### src/rtl/pcap_pkg.sv
package pcap_pkg;

  typedef enum logic [1:0] {
    WID_8   = 2'b00,
    WID_16  = 2'b01,
    WID_32  = 2'b10,
    WID_32B = 2'b11
  } width_e;

  // Packing index value of the final lane in a word
  function automatic logic [1:0] top_lane(width_e w);
    case (w)
      WID_8:   return 2'd3;
      WID_16:  return 2'd1;
      default: return 2'd0;
    endcase
  endfunction

endpackage

### src/rtl/pcap_sync.sv
module pcap_sync #(
  parameter int N      = 8,
  parameter int STAGES = 2
) (
  input  logic         clk,
  input  logic         rst,
  input  logic [N-1:0] in_i,
  output logic [N-1:0] rise_o
);

  for (genvar g = 0; g < N; g++) begin : g_line
    logic [STAGES:0] sh;
    always_ff @(posedge clk) begin
      if (rst) sh <= '0;
      else     sh <= {sh[STAGES-1:0], in_i[g]};
    end
    assign rise_o[g] = sh[STAGES-1] & ~sh[STAGES];
  end

endmodule

### src/rtl/pcap_ctrl.sv
module pcap_ctrl
  import pcap_pkg::*;
#(
  parameter int ENSEL_W = 3,
  parameter int CNT_W   = 16,
  parameter int WORD_W  = 32
) (
  input  logic                 clk,
  input  logic                 rst,
  input  logic [2**ENSEL_W-1:0] rise,
  input  logic                 wr_en,
  input  logic                 wr_addr,
  input  logic [WORD_W-1:0]    wr_data,
  output logic                 cap_en,
  output logic [ENSEL_W-1:0]   en_sel,
  output logic [1:0]           dis_sel,
  output width_e               width,
  output logic [1:0]           cap_sel,
  output logic [CNT_W-1:0]     cnt,
  output logic                 en_eff,
  output logic                 accept,
  output logic                 last
);

  localparam int ENS_LSB = 1;
  localparam int DIS_LSB = ENS_LSB + ENSEL_W;
  localparam int WID_LSB = DIS_LSB + 2;
  localparam int CSL_LSB = WID_LSB + 2;

  logic               ctl_wr, cnt_wr, sw_set, sw_clr, hw_set, dis_hit;
  logic [ENSEL_W-1:0] wd_ensel;

  always_comb begin
    ctl_wr   = wr_en && !wr_addr;
    cnt_wr   = wr_en && wr_addr;
    wd_ensel = wr_data[ENS_LSB +: ENSEL_W];
    sw_clr   = ctl_wr && !wr_data[0];
    sw_set   = ctl_wr && wr_data[0] && (wd_ensel == '0);
    hw_set   = (en_sel != '0) && rise[en_sel];
    dis_hit  = (dis_sel != 2'd0) && rise[dis_sel];
    en_eff   = (cap_en || hw_set || sw_set) && !sw_clr;
    accept   = en_eff && rise[cap_sel] && (cnt != '0) && !cnt_wr;
    last     = accept && (cnt == CNT_W'(1));
  end

  always_ff @(posedge clk) begin
    if (rst) begin
      cap_en  <= 1'b0;
      en_sel  <= '0;
      dis_sel <= 2'd0;
      width   <= WID_8;
      cap_sel <= 2'd0;
      cnt     <= '0;
    end else begin
      cap_en <= en_eff && !last;
      if (ctl_wr) begin
        en_sel  <= wd_ensel;
        dis_sel <= wr_data[DIS_LSB +: 2];
        width   <= width_e'(wr_data[WID_LSB +: 2]);
        cap_sel <= wr_data[CSL_LSB +: 2];
      end else if (dis_hit) begin
        en_sel  <= '0;
      end
      if (cnt_wr)      cnt <= wr_data[CNT_W-1:0];
      else if (accept) cnt <= cnt - CNT_W'(1);
    end
  end

endmodule

### src/rtl/pcap_packer.sv
module pcap_packer
  import pcap_pkg::*;
#(
  parameter int WORD_W = 32
) (
  input  logic              clk,
  input  logic              rst,
  input  logic              accept,
  input  logic              last,
  input  logic              keep,
  input  width_e            width,
  input  logic [WORD_W-1:0] data_i,
  output logic              xfer_req,
  output logic [WORD_W-1:0] xfer_data
);

  localparam int QW = WORD_W / 4;
  localparam int HW = WORD_W / 2;

  logic [WORD_W-1:0] word, merged;
  logic [1:0]        idx;
  logic              full;

  always_comb begin
    merged = word;
    case (width)
      WID_8:   merged[idx*QW +: QW]    = data_i[QW-1:0];
      WID_16:  merged[idx[0]*HW +: HW] = data_i[HW-1:0];
      default: merged = data_i;
    endcase
    full = last || (idx == top_lane(width));
  end

  always_ff @(posedge clk) begin
    if (rst) begin
      word      <= '0;
      idx       <= 2'd0;
      xfer_req  <= 1'b0;
      xfer_data <= '0;
    end else begin
      xfer_req <= 1'b0;
      if (accept) begin
        if (full) begin
          xfer_data <= merged;
          xfer_req  <= 1'b1;
          word      <= '0;
          idx       <= 2'd0;
        end else begin
          word <= merged;
          idx  <= idx + 2'd1;
        end
      end else if (!keep) begin
        word <= '0;
        idx  <= 2'd0;
      end
    end
  end

endmodule

### src/rtl/pcap_top.sv
module pcap_top
  import pcap_pkg::*;
#(
  parameter int ENSEL_W = 3,
  parameter int CNT_W   = 16,
  parameter int WORD_W  = 32,
  parameter int SYNC_N  = 2
) (
  input  logic                  clk,
  input  logic                  rst,
  input  logic [2**ENSEL_W-1:0] evt_i,
  input  logic [WORD_W-1:0]     data_i,
  input  logic                  wr_en,
  input  logic                  wr_addr,
  input  logic [WORD_W-1:0]     wr_data,
  output logic                  xfer_req,
  output logic [WORD_W-1:0]     xfer_data,
  output logic                  cap_en_o,
  output logic [ENSEL_W-1:0]    en_src_o,
  output logic [CNT_W-1:0]      cnt_o
);

  localparam int NUM_EVT = 2**ENSEL_W;

  logic [NUM_EVT-1:0] rise_v;
  logic [1:0]         dis_sel, cap_sel;
  width_e             width;
  logic               en_eff, accept, last;

  pcap_sync #(.N(NUM_EVT), .STAGES(SYNC_N)) u_sync (
    .clk(clk), .rst(rst), .in_i(evt_i), .rise_o(rise_v)
  );

  pcap_ctrl #(.ENSEL_W(ENSEL_W), .CNT_W(CNT_W), .WORD_W(WORD_W)) u_ctrl (
    .clk(clk), .rst(rst), .rise(rise_v),
    .wr_en(wr_en), .wr_addr(wr_addr), .wr_data(wr_data),
    .cap_en(cap_en_o), .en_sel(en_src_o), .dis_sel(dis_sel),
    .width(width), .cap_sel(cap_sel), .cnt(cnt_o),
    .en_eff(en_eff), .accept(accept), .last(last)
  );

  pcap_packer #(.WORD_W(WORD_W)) u_pack (
    .clk(clk), .rst(rst), .accept(accept), .last(last), .keep(en_eff),
    .width(width), .data_i(data_i),
    .xfer_req(xfer_req), .xfer_data(xfer_data)
  );

endmodule

### config.mk
export PLATFORM = sky130hd
export DESIGN_NAME = pcap_top
export DESIGN_NICKNAME = d
export VERILOG_FILES = /design/src/rtl/pcap_pkg.sv /design/src/rtl/pcap_sync.sv /design/src/rtl/pcap_ctrl.sv /design/src/rtl/pcap_packer.sv /design/src/rtl/pcap_top.sv
export SDC_FILE = /design/constraint.sdc
export NUM_CORES = 1
export LEC_CHECK = 0
export CELL_PAD_IN_SITES_DETAIL_PLACEMENT = 1
export CELL_PAD_IN_SITES_GLOBAL_PLACEMENT = 1
export CORE_AREA = 2 2 127 129
export DETAILED_ROUTE_END_ITERATION = 6
export DIE_AREA = 0 0 129 131
export PLACE_DENSITY_LB_ADDON = 0.1
export SLEW_MARGIN = 20
export SYNTH_ARGS = -nofsm -noshare
export SYNTH_HDL_FRONTEND = slang
export SYNTH_SLANG_ARGS = --single-unit
### constraint.sdc
create_clock -name clk -period 2.96 [get_ports clk]
set_input_delay 0.444 -clock clk [delete_from_list [all_inputs] [get_ports clk]]
set_output_delay 0.444 -clock clk [all_outputs]
set_load 0.02 [all_outputs]
==> results.md <==
- The highest clock rate is 377 MHz.
- The net count after synthesis is 732.
- The floorplan step defined a die boundary enclosing 16900 µm².
- For this run, global-route usage on met2 was measured as 39.9%.
- The clock period could shrink to 2.65 ns.
- Across the VDD grid, the largest voltage drop is 393 µV.
- During synthesis, Yosys emitted a total of 0 warnings.
- At the pin with the least slew margin, the transition time is 0.750 ns.
- The min-delay analysis places its worst path in the category reg -> reg.
- Buffers inserted to repair hold after CTS numbered 0.
- The number of synthesized flops with an enable pin is 0.
- The post-place instance area is 7240 µm².
- The hold violation total from the final report was 0.
- Detailed placement ended at an HPWL of 13500 µm.
- The sum of negative setup slack is 0 ns.
- Dividing total power by cell area gives a power density of 527 nW/µm².
- The final-report setup violation count is 0.
- The share of synthesized flip-flops with an asynchronous set or reset is 0%.
- Global routing used 23.4% of the available tracks across all layers.
- The wire length of the first global-routing pass is 30700 µm.
- The first TritonRoute pass finished after 5 iterations.
- The die extent in y is 131 µm.
- The via count of the first global-routing pass was 5932.
- Counting every instance in the synthesized netlist gives 649.
- The synthesized area per cell is 9.00 µm².
- Across the run, the number of max-cap violations was 0.
- The commonest cells after synthesis are 117 x sky130_fd_sc_hd__dfxtp_1, 69 x sky130_fd_sc_hd__nand2_1, 52 x sky130_fd_sc_hd__nor2b_1.
- For this configuration, the core starts out at a cell density of 37.4%.
- The worst hold slack is 0.444 ns.
- Entering global routing, the biggest net connects 39 pins.
- The critical path data required time is 3.31 ns.
- Compared with the post-synthesis result, the final layout area differs by 33.7%.
- The number of vias after detailed routing is 5638.
- The number of antenna violations at the first check in global routing is 0.
- The max-slew violation count was 0.
- In the final layout, the share of cells above drive strength 1 is 12.2%.
- Summed over its instances, the top area cell type makes up 40.1% of the synthesized netlist area.
- Counting flops and latches in the post-synthesis netlist gives 117.
- The static power due to leakage is 2.90 nW.
- Global routing consumed, on the met1 layer, 28.3% of the routing resources.
- The total I/O pin count is 129.
- The most instantiated library cell after synthesis is sky130_fd_sc_hd__dfxtp_1.
- The run finished with clean final reports.
- In this run, post-CTS repair resized a total of 0 instances.
- The DRC violation count after routing is 0.
- The tree is rooted in a sky130_fd_sc_hd__clkbuf_16.
- At the later pin of the worst-skew pair, clock insertion delay measures 0.43 ns.
- The post-synth design cell area is 5840 µm².
- The floorplan step defined a core boundary enclosing 15600 µm².
- Counting along the longest clock path gives a buffer depth of 2.
- The peak-usage layer in the global routing report is met2.
- The via density per instance is 5.68.
- The total number of placement rows is 46.
- STA classifies the critical path endpoint as a register.
- In this run the most critical hold path is launched from u_sync.g_line[3].sh[0]$_SDFF_PP0_.
- The worst setup path is launched from a register.
- The wire length per cell is 19.5 µm.
- Of all nets on the critical path, the largest fanout is 11.
- The cell area after layout is 7810 µm².
- The critical setup path kind is reg -> reg.
- The arrival time at the worst endpoint is 3.00 ns.
- The ratio of final minimum period to clock period is 89.5%.
- Global routing consumed, on the met3 layer, 5.58% of the routing resources.
- The start point of the critical path is u_pack.idx[0]$_SDFFE_PP0P_.
- The sequential cell area fraction in the yosys report is 40.1%.
- The post-CTS repair timing setup buffer count is 0.
- The count of H-tree levels built during CTS is 4.
- The total overflow left after global routing is 0.
- TritonCTS created 17 clock buffers.
- The count of nets left with antenna violations after detail routing is 0.
- 0 antenna diodes ended up in the layout.
- Setup repair after global routing left no endpoint under its margin.
- The clock-pin slew of the registers on the worst-case setup and hold paths is 0.06 ns.
- The worst clock skew is 0.00869 ns.
- The relative max-transition margin is 49.5%.
- The TritonCTS clock tree is built.
- The total number of clock tree sinks is 117.
- By area the synthesized netlist is led by sky130_fd_sc_hd__dfxtp_1 40%, sky130_fd_sc_hd__nor2b_1 5.6%, sky130_fd_sc_hd__nand2_1 4.4%, sky130_fd_sc_hd__a221oi_1 3.6%, sky130_fd_sc_hd__mux2_4 3.3%.
- The startpoint of the lowest-slack register-to-register path is u_pack.idx[0]$_SDFFE_PP0P_.
- The overall routed net length is 19300 µm.
- The number of different library cells used by synthesis comes to 65.
- Port buffering added 112 buffers.
- The number of design-rule violations left by the first detailed-router iteration is 257.
- The primary flip-flop cell chosen by synthesis mapping is sky130_fd_sc_hd__dfxtp_1.
- The final layout contains 846 nets.
- The die span in x is 129 µm.
- Cells fill 50.1% of the core in the end.
- The routability-driven placement congestion ratio is 0.844.
- The library cell with the largest summed area after synthesis is sky130_fd_sc_hd__dfxtp_1.
==> power by group <==
| group | switching [mW] | internal [mW] |
|---|---|---|
| Sequential | 0.0370 | 1.61 |
| Combinational | 0.265 | 0.214 |
| Clock | 0.821 | 1.17 |
| Total | 1.12 | 2.99 |
==> per-stage QoR <==
step / cells / worst slack (ns) / power, mW
after floorplan: 649 / 0.534 / 1.93
after global placement: 960 / 0.346 / 2.14
after detailed placement: 960 / 0.290 / 2.15
after CTS: 992 / 0.348 / 4.16
after global routing: 992 / 0.137 / 4.27
final: 992 / 0.310 / 4.12
==> cells in the final DEF, fill, tap and decap left out, types with 13 or more instances in the layout <==
cell type	netlist	routed
sky130_fd_sc_hd__a21oi_1	32	32
sky130_fd_sc_hd__a221oi_1	24	24
sky130_fd_sc_hd__a211oi_1	16	16
sky130_fd_sc_hd__buf_4	3	21
sky130_fd_sc_hd__nor3_1	18	18
sky130_fd_sc_hd__mux2i_1	16	16
sky130_fd_sc_hd__or3_1	18	18
sky130_fd_sc_hd__mux2_4	13	13
sky130_fd_sc_hd__o22ai_1	18	18
sky130_fd_sc_hd__dfxtp_1	117	117
sky130_fd_sc_hd__clkbuf_16	0	17
sky130_fd_sc_hd__clkdlybuf4s50_1	0	111
sky130_fd_sc_hd__nand2_1	69	69
sky130_fd_sc_hd__nor2_1	22	22
sky130_fd_sc_hd__o21ai_0	35	35
sky130_fd_sc_hd__a22o_1	16	16
sky130_fd_sc_hd__nor2b_1	52	52
==> worst max-delay path: stages (launching register included) <==
cell and delay (ns):
sky130_fd_sc_hd__dfxtp_1 0.31, sky130_fd_sc_hd__inv_1 0.28, sky130_fd_sc_hd__ha_1 0.22, sky130_fd_sc_hd__clkinv_1 0.27, sky130_fd_sc_hd__nor4_4 0.58, sky130_fd_sc_hd__a221oi_1 0.16
sky130_fd_sc_hd__or4_1 0.61, sky130_fd_sc_hd__mux2i_1 0.16
==> cell families after synthesis <==
family	after synthesis	synth area share, %
multiplexers	41	8.59
AO/OA/AOI/OAI	192	23.5
XOR/XNOR	2	0.300
adder cells (fa/ha/maj)	7	1.50
AND/OR/NAND/NOR	234	21.7
flip-flops	117	40.1
buffers and inverters	56	4.20
==> registers in the layout (all words and copies together) (netlist names), 2 cells and up <==
signal / count
u_sync.g_line.sh: 24
u_ctrl.dis_sel: 2
u_pack.idx: 2
u_ctrl.en_sel: 3
u_ctrl.width: 2
u_pack.xfer_data: 32
u_pack.word: 32
u_ctrl.cap_sel: 2
u_ctrl.cnt: 16
==> worst paths after layout <==
kind                                        to  slack [ns]  cells past startpoint
max          u_pack.xfer_data[19]$_SDFFE_PP0P_        0.31                      7
min          u_sync.g_line[3].sh[1]$_SDFF_PP0_        0.44                      1
max reg2reg  u_pack.xfer_data[19]$_SDFFE_PP0P_        0.31                      7
min reg2reg  u_sync.g_line[3].sh[1]$_SDFF_PP0_        0.44                      1
==> routing by layer <==
| metal | up-vias | share of wire, % |
|---|---|---|
| met2 | 161 | 49 |
| met1 | 2792 | 43 |
| met3 | 43 | 4.9 |
| li1 | 2642 | - |
| met5 | - | 0 |
| met4 | 0 | 2.9 |
==> layout make-up <==
class | instances | area (µm²)
fill | 1825 | 7790
timing repair buffer | 135 | 1310
inverter | 16 | 60.1
multi-input combinational | 476 | 3250
tap | 216 | 270
sequential | 117 | 2340
clock buffer | 17 | 425
clock inverter | 15 | 145
(Power assumes the default switching activity.)
